===== src/rtl/rs_pkg.sv =====
package rs_pkg;

    typedef enum logic [2:0] {
        PH_IDLE = 3'd0,
        PH_RST  = 3'd1,
        PH_SHR  = 3'd2,
        PH_TX   = 3'd3,
        PH_SHS  = 3'd4,
        PH_SCAN = 3'd5
    } phase_e;

    typedef struct packed {
        logic row_sel;
        logic fd_rst;
        logic shr;
        logic tx;
        logic shs;
        logic shut_rst;
        logic line_valid;
        logic frame_valid;
    } strobe_t;

    function automatic strobe_t decode_phase(phase_e ph);
        strobe_t s;
        s = '0;
        case (ph)
            PH_RST: begin
                s.row_sel  = 1'b1;
                s.fd_rst   = 1'b1;
                s.shut_rst = 1'b1;
            end
            PH_SHR: begin
                s.row_sel = 1'b1;
                s.shr     = 1'b1;
            end
            PH_TX: begin
                s.row_sel = 1'b1;
                s.tx      = 1'b1;
            end
            PH_SHS: begin
                s.row_sel = 1'b1;
                s.shs     = 1'b1;
            end
            PH_SCAN: s.line_valid = 1'b1;
            default: s = '0;
        endcase
        s.frame_valid = (ph != PH_IDLE);
        return s;
    endfunction

endpackage


===== src/rtl/rs_phase_timer.sv =====
module rs_phase_timer #(
    parameter int CNT_W = 3
) (
    input  logic             clk,
    input  logic             rst,
    input  logic             clr_i,
    input  logic [CNT_W-1:0] last_i,
    output logic             done_o
);
    logic [CNT_W-1:0] cnt_q;

    always_ff @(posedge clk) begin
        if (rst || clr_i) cnt_q <= '0;
        else              cnt_q <= cnt_q + CNT_W'(1);
    end

    assign done_o = (cnt_q == last_i);


    timer_in_range_chk: assert property (@(posedge clk) disable iff (rst)
        cnt_q <= last_i);

endmodule


===== src/rtl/rs_col_scan.sv =====
module rs_col_scan #(
    parameter int COL_W = 4
) (
    input  logic             clk,
    input  logic             rst,
    input  logic             en_i,
    input  logic [COL_W-1:0] last_i,
    output logic [COL_W-1:0] col_o,
    output logic             wrap_o
);
    logic [COL_W-1:0] col_q;

    assign wrap_o = en_i && (col_q == last_i);

    always_ff @(posedge clk) begin
        if (rst)         col_q <= '0;
        else if (wrap_o) col_q <= '0;
        else if (en_i)   col_q <= col_q + COL_W'(1);
    end

    assign col_o = col_q;


    col_in_range_chk: assert property (@(posedge clk) disable iff (rst)
        en_i |-> (col_q <= last_i));


    col_idle_zero_chk: assert property (@(posedge clk) disable iff (rst)
        !en_i |-> (col_q == '0));

endmodule


===== src/rtl/rs_row_ptr.sv =====
module rs_row_ptr #(
    parameter int ROW_W = 4
) (
    input  logic             clk,
    input  logic             rst,
    input  logic             start_i,
    input  logic             step_i,
    input  logic [ROW_W-1:0] last_i,
    input  logic [ROW_W-1:0] shut_init_i,
    output logic [ROW_W-1:0] rd_o,
    output logic [ROW_W-1:0] shut_o,
    output logic             at_last_o
);
    logic [ROW_W-1:0] rd_q;
    logic [ROW_W-1:0] shut_q;

    always_ff @(posedge clk) begin
        if (rst) begin
            rd_q   <= '0;
            shut_q <= '0;
        end else if (start_i) begin
            rd_q   <= '0;
            shut_q <= shut_init_i;
        end else if (step_i) begin
            rd_q   <= rd_q + ROW_W'(1);
            shut_q <= (shut_q == last_i) ? '0 : shut_q + ROW_W'(1);
        end
    end

    assign rd_o      = rd_q;
    assign shut_o    = shut_q;
    assign at_last_o = (rd_q == last_i);


    no_step_past_last_chk: assert property (@(posedge clk) disable iff (rst)
        step_i |-> (rd_q < last_i));

endmodule


===== src/rtl/rs_row_sequencer.sv =====
module rs_row_sequencer
    import rs_pkg::*;
#(
    parameter int ROW_W = 4,
    parameter int COL_W = 4,
    parameter int CNT_W = 3
) (
    input  logic             clk,
    input  logic             rst,
    input  logic             frame_start_i,
    input  logic [ROW_W-1:0] num_rows_i,
    input  logic [COL_W-1:0] num_cols_i,
    input  logic [ROW_W-1:0] exposure_i,
    input  logic [CNT_W-1:0] phase_len_i,
    output logic             row_sel_o,
    output logic             fd_rst_o,
    output logic             shr_o,
    output logic             tx_o,
    output logic             shs_o,
    output logic             shut_rst_o,
    output logic [ROW_W-1:0] rd_row_o,
    output logic [ROW_W-1:0] shut_row_o,
    output logic [COL_W-1:0] col_o,
    output logic             line_valid_o,
    output logic             frame_valid_o
);
    phase_e           phase_q, phase_d;
    strobe_t          stb;
    logic             accept;
    logic             tmr_done, tmr_clr;
    logic             col_wrap, row_last, row_step;
    logic [ROW_W-1:0] rows_eff, exp_eff, shut_init;
    logic [ROW_W-1:0] rows_last_q, exp_q;
    logic [COL_W-1:0] cols_last_q;
    logic [CNT_W-1:0] plen_last_q;
    logic [ROW_W-1:0] rd_ptr, shut_ptr;

    assign accept = (phase_q == PH_IDLE) && frame_start_i;

    // configuration captured at frame acceptance
    always_comb begin
        rows_eff = (num_rows_i == '0) ? ROW_W'(1) : num_rows_i;
        if (exposure_i == '0)          exp_eff = ROW_W'(1);
        else if (exposure_i > rows_eff) exp_eff = rows_eff;
        else                           exp_eff = exposure_i;
        shut_init = (exp_eff == rows_eff) ? '0 : exp_eff;
    end

    always_ff @(posedge clk) begin
        if (rst) begin
            rows_last_q <= '0;
            cols_last_q <= '0;
            plen_last_q <= '0;
            exp_q       <= ROW_W'(1);
        end else if (accept) begin
            rows_last_q <= rows_eff - ROW_W'(1);
            cols_last_q <= (num_cols_i == '0) ? '0 : num_cols_i - COL_W'(1);
            plen_last_q <= (phase_len_i == '0) ? '0 : phase_len_i - CNT_W'(1);
            exp_q       <= exp_eff;
        end
    end

    // phase sequencing
    always_comb begin
        phase_d = phase_q;
        case (phase_q)
            PH_IDLE: if (accept)   phase_d = PH_RST;
            PH_RST:  if (tmr_done) phase_d = PH_SHR;
            PH_SHR:  if (tmr_done) phase_d = PH_TX;
            PH_TX:   if (tmr_done) phase_d = PH_SHS;
            PH_SHS:  if (tmr_done) phase_d = PH_SCAN;
            PH_SCAN: if (col_wrap) phase_d = row_last ? PH_IDLE : PH_RST;
            default: phase_d = PH_IDLE;
        endcase
    end

    always_ff @(posedge clk) begin
        if (rst) phase_q <= PH_IDLE;
        else     phase_q <= phase_d;
    end

    assign tmr_clr  = (phase_q == PH_IDLE) || (phase_q == PH_SCAN) || tmr_done;
    assign row_step = col_wrap && !row_last;

    rs_phase_timer #(.CNT_W(CNT_W)) u_timer (
        .clk    (clk),
        .rst    (rst),
        .clr_i  (tmr_clr),
        .last_i (plen_last_q),
        .done_o (tmr_done)
    );

    rs_col_scan #(.COL_W(COL_W)) u_cols (
        .clk    (clk),
        .rst    (rst),
        .en_i   (phase_q == PH_SCAN),
        .last_i (cols_last_q),
        .col_o  (col_o),
        .wrap_o (col_wrap)
    );

    rs_row_ptr #(.ROW_W(ROW_W)) u_rows (
        .clk         (clk),
        .rst         (rst),
        .start_i     (accept),
        .step_i      (row_step),
        .last_i      (rows_last_q),
        .shut_init_i (shut_init),
        .rd_o        (rd_ptr),
        .shut_o      (shut_ptr),
        .at_last_o   (row_last)
    );

    assign stb           = decode_phase(phase_q);
    assign row_sel_o     = stb.row_sel;
    assign fd_rst_o      = stb.fd_rst;
    assign shr_o         = stb.shr;
    assign tx_o          = stb.tx;
    assign shs_o         = stb.shs;
    assign shut_rst_o    = stb.shut_rst;
    assign line_valid_o  = stb.line_valid;
    assign frame_valid_o = stb.frame_valid;
    assign rd_row_o      = stb.frame_valid ? rd_ptr   : '0;
    assign shut_row_o    = stb.frame_valid ? shut_ptr : '0;


    strobes_exclusive_chk: assert property (@(posedge clk) disable iff (rst)
        $onehot0({fd_rst_o, shr_o, tx_o, shs_o, line_valid_o}));


    shr_after_rst_chk: assert property (@(posedge clk) disable iff (rst)
        $rose(shr_o) |-> $past(fd_rst_o));


    tx_after_shr_chk: assert property (@(posedge clk) disable iff (rst)
        $rose(tx_o) |-> $past(shr_o));


    shs_after_tx_chk: assert property (@(posedge clk) disable iff (rst)
        $rose(shs_o) |-> $past(tx_o));


    scan_after_shs_chk: assert property (@(posedge clk) disable iff (rst)
        $rose(line_valid_o) |-> $past(shs_o));


    scan_row_idle_chk: assert property (@(posedge clk) disable iff (rst)
        line_valid_o |-> !row_sel_o);


    shut_row_in_range_chk: assert property (@(posedge clk) disable iff (rst)
        frame_valid_o |-> (shut_row_o <= rows_last_q));


    exposure_held_chk: assert property (@(posedge clk) disable iff (rst)
        (frame_valid_o && $past(frame_valid_o)) |-> $stable(exp_q));

endmodule


===== config.mk =====
export PLATFORM = sky130hd
export DESIGN_NAME = rs_row_sequencer
export DESIGN_NICKNAME = d
export VERILOG_FILES = /design/src/rtl/rs_pkg.sv /design/src/rtl/rs_phase_timer.sv /design/src/rtl/rs_col_scan.sv /design/src/rtl/rs_row_ptr.sv /design/src/rtl/rs_row_sequencer.sv
export SDC_FILE = /design/constraint.sdc
export NUM_CORES = 1
export LEC_CHECK = 0
export ABC_AREA = 1
export BUFFER_PORTS_ARGS = -buffer_cell sky130_fd_sc_hd__buf_2
export CAP_MARGIN = 30
export CORE_AREA = 2 2 66 68
export DETAILED_ROUTE_END_ITERATION = 10
export DIE_AREA = 0 0 68 70
export GPL_TIMING_DRIVEN = 0
export PLACE_DENSITY_LB_ADDON = 0.08
export SYNTH_ARGS = -nofsm -noshare
export SYNTH_HDL_FRONTEND = slang
export SYNTH_SLANG_ARGS = --single-unit

===== constraint.sdc =====
create_clock -name clk -period 1.5 [get_ports clk]
set_input_delay 0.075 -clock clk [delete_from_list [all_inputs] [get_ports clk]]
set_output_delay 0.075 -clock clk [all_outputs]
set_load 0.005 [all_outputs]

# Word-level counts from Yosys, hierarchy flattened
# Index checks and enable logic that the tools add are counted.
[classes]
eq_ne = 16
n_reduce_logical = 18
muxes = 25
add_sub_neg = 7
n_lt_le_gt_ge = 1
[ops]
columns = ["cell", "n"]
rows = [
  ["4-bit 2-to-1 mux", 10],
  ["3-bit 2-to-1 mux", 7],
  ["3-bit case mux with 6 select lines", 1],
  ["4-bit equality test", 4],
  ["4-bit by 1-bit adder with 4-bit output (second input constant)", 3],
  ["4-bit logical NOT", 3],
  ["2-bit inequality test (second input constant)", 6],
  ["4-bit by 1-bit subtractor with 4-bit output (second input constant)", 2],
  ["1-bit 2-to-1 mux", 7],
  ["3-bit by 2-bit equality test with 1-bit output (second input constant)", 2],
  ["3-bit equality test (second input constant)", 2],
  ["3-bit logical NOT", 2],
  ["6-bit AND reduction", 1],
  ["4-bit greater-than comparator", 1],
  ["2-bit OR reduction", 2],
  ["4-bit OR reduction", 1],
  ["3-bit by 1-bit adder with 3-bit output (second input constant)", 1],
  ["3-bit by 1-bit equality test with 1-bit output (second input constant)", 1],
  ["3-bit equality test", 1],
  ["1-bit logical AND", 3],
  ["1-bit logical OR", 3],
  ["3-bit nonzero test", 1],
  ["3-bit by 1-bit subtractor with 3-bit output (second input constant)", 1],
  ["2-bit nonzero test", 1],
  ["1-bit logical NOT", 1],
]
[totals]
wordCells = 75
reg_bits = 29
output_inout_bits = 20

# Longest topological paths before layout
# Gate-level depths: netlist of the first run.
[logic_depth]
word_depth = 8
mapped_depth = 18
mapped_depth_nobuf = 18

# Cells and area by module
# Synthesis of the first run repeated with hierarchy kept, for this count alone.
[unflattened]
hier_cells = 307
area_unflattened_um2 = 2108.3
[modules_own_cells]
columns = ["mod", "cells_each", "seq_area_each_um2", "area_each_um2", "n_inst"]
rows = [
  ["rs_row_sequencer", 173, 280.3, 1154.9, 1],
  ["rs_row_ptr", 77, 160.2, 555.5, 1],
  ["rs_col_scan", 38, 80.1, 251.5, 1],
  ["rs_phase_timer", 19, 60.1, 146.4, 1],
]

# Worst setup path after synthesis of the first run
# Ideal clock, no wire load.
[synth_timing]
path_type = "input port to flip-flop"
from = "in num_rows_i[2]"
to = "reg u_rows.shut_q[2] (netlist: u_rows.shut_o[2])"
path_buffers = 0
required_time_ps = 1385
setup_time_ps = 115
stages = 14
arrival_time_ps = 1469
slack_ps = -85
cell_sequence = "inv_1 -> nand2_1 -> o21bai_1 -> ha_1 -> nand3_1 -> nand2_2 -> nand2_1 -> nand3_1 -> nand2_1 -> nand2_1 -> nor2_1 -> nand2_1 -> nand2_1 -> a21oi_2"
[synth_via]
elab_chain_len = 8
[synth_lines]
columns = ["element", "line_no", "rtl"]
rows = [
  ["start: declaration", "rs_row_sequencer.sv:11", "input logic [ROW_W-1:0] num_rows_i,"],
  ["4-bit logical NOT", "rs_row_sequencer.sv:42", "rows_eff = (num_rows_i == '0) ? ROW_W'(1) : num_rows_i;"],
  ["4-bit 2-to-1 mux (*)", "rs_row_sequencer.sv:42", ""],
  ["4-bit greater-than comparator", "rs_row_sequencer.sv:44", "else if (exposure_i > rows_eff) exp_eff = rows_eff;"],
  ["4-bit 2-to-1 mux", "rs_row_sequencer.sv:44", ""],
  ["4-bit 2-to-1 mux", "rs_row_sequencer.sv:43", "if (exposure_i == '0) exp_eff = ROW_W'(1);"],
  ["4-bit equality test", "rs_row_sequencer.sv:46", "shut_init = (exp_eff == rows_eff) ? '0 : exp_eff;"],
  ["4-bit 2-to-1 mux (*)", "rs_row_sequencer.sv:46", ""],
  ["4-bit 2-to-1 mux (*)", "rs_row_ptr.sv:21", "end else if (start_i) begin"],
  ["end signal: assignment", "rs_row_ptr.sv:23", "shut_q <= shut_init_i;"],
  ["end signal: assignment", "rs_row_ptr.sv:26", "shut_q <= (shut_q == last_i) ? '0 : shut_q + ROW_W'(1);"],
  ["end: declaration", "rs_row_ptr.sv:15", "logic [ROW_W-1:0] shut_q;"],
]
# Every way passes the cells marked *; elsewhere a longest branch is shown, timed or not.
# A chain may end at the register's enable or synchronous reset.

# Final worst setup path of the first run
[layout_timing]
from = "reg cols_last_q[0]"
to = "reg u_rows.shut_q[1] (netlist: u_rows.shut_o[1])"
[layout_via]
elab_chain_len = 4
[layout_lines]
columns = ["element", "line_no", "rtl"]
rows = [
  ["start: declaration", "rs_row_sequencer.sv:34", "logic [COL_W-1:0] cols_last_q;"],
  ["start signal: assignment", "rs_row_sequencer.sv:57", "cols_last_q <= (num_cols_i == '0) ? '0 : num_cols_i - COL_W'(1);"],
  ["4-bit equality test", "rs_col_scan.sv:13", "assign wrap_o = en_i && (col_q == last_i);"],
  ["1-bit logical AND", "rs_col_scan.sv:13", ""],
  ["1-bit logical AND", "rs_row_sequencer.sv:83", "assign row_step = col_wrap && !row_last;"],
  ["2-bit nonzero test (no line)", "-", ""],
]
# No other way between the ends.

==> run metrics, run 1 <==
Post-DP Area=2240 µm²; Port Buffers=37; Max Cap Violations=0; Syn Nets=319; Worst VDD drop=608 µV; CP startpoint kind=flop; worst-path fanout max=6; # diodes=0; net load switching power=1510 µW; Worst R2R End=u_rows.shut_o[1]; crit path capture type=flop; largest net degree at the start of global routing=12; hold endpoint=cols_last_q[0]; Hold Crit Depth=2; Critical Path Most Common Cell=a21oi_2; pwr/cell area=1360 nW/µm²; DR iter-0 viols=109; Slew Limit Fails=0; Required @ worst endpoint=1.68 ns; worst reg2reg path depth=6; Final Hold Viols=0; commonest non-fill, non-tap cell in the layout=nand2_1; layout cells sized above 1=0.333; Clock Skew=0.00643 ns; Clock Tree Root=clkbuf_8; hold_sp=num_cols_i[0]; GR Overflow Total=0; Distinct cells, synth=30; Die Ht=70 µm; RSZ-0062 raised after global routing=true; initial antenna violation count=0; status=finished, violations left; Seq pwr share=0.307; Internal Power=2000 µW; Filler cells=412; H-Tree Depth=2; WS Path Type=flop to flop; clock network power share=0.189; vias in the first global route=1711; nets=382; LEAKAGE=0.00127 µW; Sum Neg Setup Slack=-0.123 ns; worst-case hold slack=0.0122 ns; most frequent cells in the layout=nand2_1, nor2_1, buf_2; top_reg_cell synth=dfxtp_1; DRT Pass-1 Iters=6; Worst Hold Class=input pin to flop; Seq/Total Area, Yosys=0.294; Cells after Synth=290; antenna-violating nets left=0; failing checks=setup timing; routability cong.=0.869; Comb pwr share=0.504; Slew @ Worst Pin=0.354 ns; synthesized cell area=1970 µm²; CTS tree=built; vias post-DR=1991; clk slew on worst S/H paths=0.07 ns; post-layout instance area=2580 µm²; f_max=650 MHz; vias per cell=4.90; total global-route track usage=0.196; slowest CP cell=nor4_4; WL/cell=11.0 µm; slew margin rel.=0.764; Synth Warn #=0; crit-path cells=xor2_1, nor4_4, nand3_2, buf_6, a21oi_2, a21oi_2; std cell rows=24; core area=4140 µm²; Initial Util=0.476; r2r startpoint=cols_last_q[0]; synthesis-to-finish area growth=30.8%; worst reg-to-reg setup slack=-0.04 ns; final setup fails=5; global-route wire length before repair=7.34 mm; Setup WS pre-CTS=-0.405 ns; Period minus WS final=1.54 ns; ratio of final minimum period to clock period=1.03; PnR worst setup slack=-0.0380 ns; Post-synth ARST share=0; crit path DAT=1.72 ns; Switching Fraction=0.430; Avg Inst Size Synth=6.81 µm²; number of flops mapped to enable cells by yosys=0; CTS Sinks=29; width of the die=68 µm; Routed WL=4.45 mm; Worst-Skew Late Latency=0.28 ns; Max Buffers Root-to-Sink=2; CTS Buf Count=5; delay of the slowest cell on the worst path=0.36 ns; Final Util=0.623; detailed placement HPWL=3.21 mm; drc violations=0; io pins=38; synthesized flop and latch total=29; total die area=4760 µm²
repair_timing:
| item | 4_1_cts | 5_1_grt |
|---|---|---|
| setup buffers | 6 | 9 |
| gates resized for setup | 8 | 26 |
| hold buffers | 2 | 0 |
| endpoints found under the hold margin | 3 | 0 |
| cloned | 1 | 1 |
| pin swaps | 4 | 11 |
| setup endpoints to repair | 25 | 23 |
kinds of logic (layout without fill, tap and decap cells):
kind of cell,after synthesis,in the layout,share of synthesized area
AOI/OAI and AO/OA,36,36,0.112
and+or+nand+nor,145,146,0.333
adders and majority gates,11,11,0.0697
DFF,29,29,0.294
buffers and inverters,49,112,0.103
xor gates and xnor gates,20,20,0.0887
worst max-delay path: cells and delay by family (launching register included):
kind,cells,cell delay [ns]
compound gates,2,0.19
xor+xnor,1,0.18
buf+inv,1,0.19
flops,1,0.33
simple gates,2,0.55
per-stage QoR:
stage	instances	power (µW)
3_3_place_gp	379	2620
5_1_grt	406	3820
6_report	406	3510
2_1_floorplan	290	2240
3_5_place_dp	379	2630
4_1_cts	396	3350
how the worst max path moves through the flow:
stage,start,to
after floorplan,num_rows_i[2],u_rows.shut_o[1]
after global placement,num_rows_i[2],u_rows.shut_o[2]
after detailed placement,num_rows_i[2],u_rows.shut_o[2]
after CTS,cols_last_q[0],u_rows.shut_o[3]
after global routing,num_rows_i[1],u_rows.shut_o[0]
final,cols_last_q[0],u_rows.shut_o[1]
registers in the layout (all words and copies together) (netlist names):
register / count
u_rows.rd_o: 4
rows_last_q: 4
cols_last_q: 4
u_timer.cnt_q: 3
plen_last_q: 3
phase_q: 3
u_rows.shut_o: 4
u_cols.col_o: 4
cell usage after synthesis, drive strengths merged, types with 2 or more instances:
master	count	share of area
nand2	71	0.14
nor3	3	0.0076
dfxtp	29	0.29
ha	11	0.070
o31ai	2	0.0076
nor2	43	0.091
nand3	16	0.053
buf	4	0.017
xor2	7	0.031
xnor2	13	0.058
o21ai	13	0.033
inv	44	0.084
nand4	9	0.029
o22ai	2	0.0063
a21oi	16	0.054
per-layer routing:
layer,vias up,global-route usage,part of all wire
li1,1048,-,-
met1,889,0.267,0.49
met2,47,0.305,0.46
met3,7,0.0531,0.042
met4,0,0.0467,0.012
met5,-,0,0
power by group through the flow:
stage	clock, µW	sequential [µW]	combinational, µW
after detailed placement	0	1070	1560
after floorplan	0	1040	1200
final	664	1080	1770
after global placement	0	1070	1550
after global routing	722	1100	2000
after CTS	677	1060	1610
layout make-up:
cell class,instances,area (µm²),share of cell area
multi-input cells,213,1300,0.505
flip-flops and latches,29,589,0.228
well taps,52,65.1,0.0252
repair buffers,55,325,0.126
clock buffers,5,68.8,0.0266
plain buffers,4,37.5,0.0145
inverters,45,170,0.0659
clock inverters,3,22.5,0.00872
Note: power is estimated with default switching activity, not from simulation.
==> run 2, diff against run 1 <==
--- a/config.mk
+++ b/config.mk
@@ -9,10 +9,12 @@
 export BUFFER_PORTS_ARGS = -buffer_cell sky130_fd_sc_hd__buf_2
 export CAP_MARGIN = 30
-export CORE_AREA = 2 2 66 68
+export CORE_AREA = 2 2 68 70
 export DETAILED_ROUTE_END_ITERATION = 10
-export DIE_AREA = 0 0 68 70
+export DIE_AREA = 0 0 70 72
 export GPL_TIMING_DRIVEN = 0
 export PLACE_DENSITY_LB_ADDON = 0.08
+export SKIP_CTS_REPAIR_TIMING = 1
 export SYNTH_ARGS = -nofsm -noshare
 export SYNTH_HDL_FRONTEND = slang
+export SYNTH_HIERARCHICAL = 1
 export SYNTH_SLANG_ARGS = --single-unit
==> constraint.sdc (replaced) <==
create_clock -name clk -period 1.5 [get_ports clk]
set_input_delay 0.075 -clock clk [delete_from_list [all_inputs] [get_ports clk]]
set_output_delay 0.075 -clock clk [all_outputs]
set_load 0.1 [all_outputs]
==> run metrics, run 2 <==
status=finished, violations left; failing checks=setup timing; drc violations=0; Port Buffers=37; synthesized flop and latch total=29; CTS tree=built; r2r startpoint=u_rows/rd_o[0]; post-route insts no fill=427; WS Path Type=flop to flop; CP startpoint kind=flop; global-route wire length before repair=7.80 mm; RSZ-0062 raised after global routing=true; io pins=38; Initial Util=0.494; vias per cell=4.96; top post-synthesis cells by area=dfxtp_1, nand2_1, inv_1; CP top delay family=compound AO/OA/AOI/OAI gates; CP startpoint=u_rows/rd_o[0]; Required @ worst endpoint=1.70 ns; PnR worst setup slack=-0.223 ns; Final Hold Viols=0; Worst Hold Class=input pin to flop; leading area contributor after synthesis=dfxtp_1; worst-case hold slack=0.0615 ns; WP depth=8; synthesis-to-finish area growth=43.0%; Critical Path Most Common Cell=nor2_4; Cells after Synth=307; # diodes=0; crit-path cells=or2_4, a221oi_4, nor2_4, buf_12, inv_4, buf_4, nor2_4, a211oi_2; nets=403; area share of the largest cell type after synthesis=0.275; routability cong.=0.883; H-Tree Depth=2; number of flops mapped to enable cells by yosys=0; WL/cell=12.0 µm; worst reg-to-reg setup slack=-0.22 ns; final setup fails=11; LEAKAGE=0.00132 µW; synthesized cell area=2110 µm²; crit path capture type=flop; Max Cap Violations=0; most frequent cells in the layout=nand2_1, inv_1, buf_4; commonest non-fill, non-tap cell in the layout=nand2_1; ratio of final minimum period to clock period=1.15; Critical Path End=u_rows/rd_o[1]; delay of the slowest cell on the worst path=0.36 ns; crit path DAT=1.92 ns; largest net degree at the start of global routing=17; Period minus WS final=1.72 ns; Seq/Total Area, Yosys=0.275; GR Overflow Total=0; f_max=580 MHz; detailed placement HPWL=3.43 mm; DR iter-0 viols=90; crit path buf inv count=3; Die Ht=72 µm; initial antenna violation count=0; CTS Sinks=29; Synth Warn #=6; top-count cell post-synth=nand2_1; layout cells sized above 1=0.437; Slew @ Worst Pin=0.612 ns; worst-path fanout max=6; slowest CP cell=dfxtp_2; Routed WL=5.11 mm; Worst VDD drop=900 µV; Clock Skew=0.0127 ns; Slew Limit Fails=0; Post-synth top cells=nand2_1, inv_1, nor2_1, dfxtp_1, a21oi_1; Avg Inst Size Synth=6.87 µm²; cell total after placement=396; Worst-Skew Late Latency=0.29 ns; clk slew on worst S/H paths=0.07 ns; std cell rows=24; core area=4260 µm²; Clock Tree Root=clkbuf_8; pwr/cell area=1480 nW/µm²; slew margin rel.=0.592; vias in the first global route=1779; antenna-violating nets left=0; total global-route track usage=0.190; top_reg_cell synth=dfxtp_1; vias post-DR=2119; Post-synth ARST share=0; Syn Nets=336; DRT Pass-1 Iters=4; worst reg2reg path depth=8; Worst R2R End=u_rows/rd_o[1]; Max Buffers Root-to-Sink=2; Distinct cells, synth=39; total die area=5040 µm²; CTS Buf Count=5; width of the die=70 µm
## run 2: power by group
group	switching [µW]	leakage (µW)	internal, µW	total [µW]
clock	314	0.0000450	321	635
combinational	1820	0.00104	930	2750
sequential	174	0.000240	907	1080
## run 2: stage by stage
| stage | worst slack, ns | area, µm² | utilization | total power [µW] | TNS [ns] |
|---|---|---|---|---|---|
| 4_1_cts | -0.391 | 2590 | 0.609 | 3990 | -5.83 |
| 3_3_place_gp | -0.663 | 2510 | 0.589 | 3330 | -4.37 |
| 5_1_grt | -0.332 | 3010 | 0.707 | 4740 | -2.96 |
| 6_report | -0.223 | 3010 | 0.707 | 4470 | -1.73 |
| 2_1_floorplan | -0.661 | 2260 | - | 3010 | -7.76 |
| 3_5_place_dp | -0.680 | 2510 | 0.589 | 3350 | -4.69 |
## run 2: cell families after synthesis
family          count (synthesis)  share of synthesized area
compound gates                 49                      0.163
xor+xnor                       13                     0.0576
fa+ha+maj                      11                     0.0653
buf+inv                        60                      0.116
flops                          29                      0.275
simple gates                  145                      0.322
## run 2: routing by layer
layer / global-route usage / vias up / wire (µm)
met5: 0 / - / 0
met4: 0.0705 / 0 / 61
met3: 0.0375 / 5 / 197
met2: 0.309 / 50 / 2460
met1: 0.253 / 953 / 2390
li1: - / 1111 / -
## run 2: worst min path at each step
stage                     slack [ns]  depth (start not counted)               end           from
after floorplan                 0.14                          1  u_rows/shut_o[0]            rst
after global placement          0.36                          3    cols_last_q[1]  num_cols_i[1]
after detailed placement        0.36                          3    cols_last_q[3]  num_cols_i[3]
after CTS                       0.06                          3    cols_last_q[3]  num_cols_i[3]
after global routing            0.07                          2  u_rows/shut_o[0]            rst
final                           0.06                          2  u_rows/shut_o[0]            rst
## run 2: cell type report
cell class | count | area, µm²
well taps | 52 | 65.1
fillers | 352 | 1250
multi-input cells | 219 | 1540
clock buffers | 6 | 72.6
repair buffers | 59 | 443
clock inverters | 2 | 10.0
plain buffers | 3 | 38.8
flip-flops and latches | 29 | 597
inverters | 57 | 246
==> run 3, diff against run 2 <==
- CORE_AREA: 2 2 68 70 -> 2 2 95 97
- DIE_AREA: 0 0 70 72 -> 0 0 97 99
- SKIP_CTS_REPAIR_TIMING: 1 -> default
==> run metrics, run 3 (synthesis results as in run 2) <==
Max Buffers Root-to-Sink=2; net load switching power=2370 µW; total die area=9600 µm²; RSZ-0062 raised after global routing=true; WS Path Type=flop to flop; Worst Hold Class=input pin to flop; total global-route track usage=0.111; Routed WL=5.26 mm; Initial Util=0.247; Worst VDD drop=826 µV; CTS Buf Count=5; Worst-Skew Late Latency=0.28 ns; Max Cap Violations=0; crit path capture type=flop; layout cells sized above 1=0.407; routability cong.=0.761; PnR worst setup slack=-0.159 ns; core area=8550 µm²; worst reg2reg path depth=13; crit path DAT=1.88 ns; Switching Fraction=0.483; H-Tree Depth=2; antenna-violating nets left=0; worst reg-to-reg setup slack=-0.16 ns; slew margin rel.=0.605; vias post-DR=2079; worst-case hold slack=0.0710 ns; largest net degree at the start of global routing=17; Port Buffers=37; Power Total=4920 µW; failing checks=setup timing; r2r startpoint=phase_q[1]; width of the die=97 µm; Slew @ Worst Pin=0.592 ns; Period minus WS final=1.66 ns; most frequent cells in the layout=nand2_1, inv_1, dfxtp_1; CTS tree=built; met3 GRT Util=0.0248; hold_sp=num_cols_i[3]; LEAKAGE=0.00133 µW; Hold Crit Depth=3; nets=399; clock network power share=0.172; drc violations=0; global-route wire length before repair=8.80 mm; status=finished, violations left; WL/cell=11.0 µm; Reg area=596 µm²; multi-input logic area=1520 µm²; Final Util=0.369; GR Overflow Total=0; f_max=603 MHz; commonest non-fill, non-tap cell in the layout=nand2_1; Filler cells=937; detailed placement HPWL=4.00 mm; met1 Usage GRT=0.148; std cell rows=34; initial antenna violation count=0; io pins=38; vias per cell=4.34; Slew Limit Fails=0; CTS Sinks=29; Internal Power=2550 µW; pwr/cell area=1560 nW/µm²; gr busiest metal=met2; clk slew on worst S/H paths=0.07 ns; worst-path fanout max=5; synthesis-to-finish area growth=49.6%; # diodes=0; Final Hold Viols=0; final setup fails=15; Worst R2R End=u_rows/shut_o[2]; Comb pwr share=0.614; Required @ worst endpoint=1.72 ns; DR iter-0 viols=75; met2 global-route usage=0.177; CP startpoint kind=flop; Clock Skew=0.00594 ns; Seq pwr share=0.214; vias in the first global route=1880; Clock Tree Root=clkbuf_8; DRT Pass-1 Iters=4; hold endpoint=cols_last_q[3]; Die Ht=99 µm; ratio of final minimum period to clock period=1.11
-- run 3: worst max path at each step --
stage                        startpoint          endpoint  slack [ns]  cells after the start
after detailed placement  num_rows_i[1]  u_rows/shut_o[0]       -0.73                     15
final                        phase_q[1]  u_rows/shut_o[2]       -0.16                     13
after floorplan              phase_q[1]    u_rows/rd_o[3]       -0.66                     13
after global placement    num_rows_i[1]  u_rows/shut_o[0]       -0.72                     15
after CTS                    phase_q[1]    u_rows/rd_o[3]       -0.18                     13
after global routing         phase_q[1]  u_rows/shut_o[1]       -0.28                     13
-- run 3: per-stage QoR --
stage               instances  setup TNS (ns)  setup slack, ns  cell area (µm²)
floorplan                 307           -7.76           -0.661             2260
global placement          452           -5.49           -0.719             2580
detailed placement        452           -5.51           -0.733             2580
CTS                       468          -0.995           -0.177             2890
global route              479           -2.58           -0.281             3150
finish                    479           -1.08           -0.159             3150
-- run 3: power groups by stage --
stage,logic [µW],clock network (µW),registers [µW]
after global routing,3220,924,1080
after detailed placement,2290,0,1100
after global placement,2290,0,1100
after CTS,2600,882,1070
after floorplan,1950,0,1060
final,3020,848,1050
-- run 3: layer usage --
metal,part of all wire,up-vias
met3,0.036,5
met5,0,-
met2,0.46,36
met4,0.015,0
met1,0.49,940
li1,-,1098
-- run 3: critical path, cell delays in order, from the launching register on --
cell,delay (ns)
dfxtp_4,0.36
inv_2,0.06
nand2_4,0.05
nor2_4,0.09
nand2_1,0.07
nor2_2,0.09
nand3_2,0.08
inv_2,0.07
inv_4,0.04
nor2_4,0.18
inv_2,0.09
nor2_4,0.18
nand3_2,0.10
a21oi_2,0.13
-- run 3: area by class of cell --
| class | instances | share of cell area |
|---|---|---|
| multi-input combinational | 218 | 0.481 |
| inverter | 57 | 0.0762 |
| clock buffer | 7 | 0.0274 |
| clock inverter | 1 | 0.00952 |
| buffer | 3 | 0.0139 |
| timing repair inverter | 1 | 0.00516 |
| timing repair buffer | 55 | 0.155 |
| sequential | 29 | 0.189 |
| tap | 108 | 0.0428 |
-- run 3: repair_timing --
item	in CTS	in global routing
buffers inserted	7	11
hold buffers	0	0
gates cloned	1	0
pin swaps	12	14
resized for setup	39	42
endpoints found under the setup margin	36	20
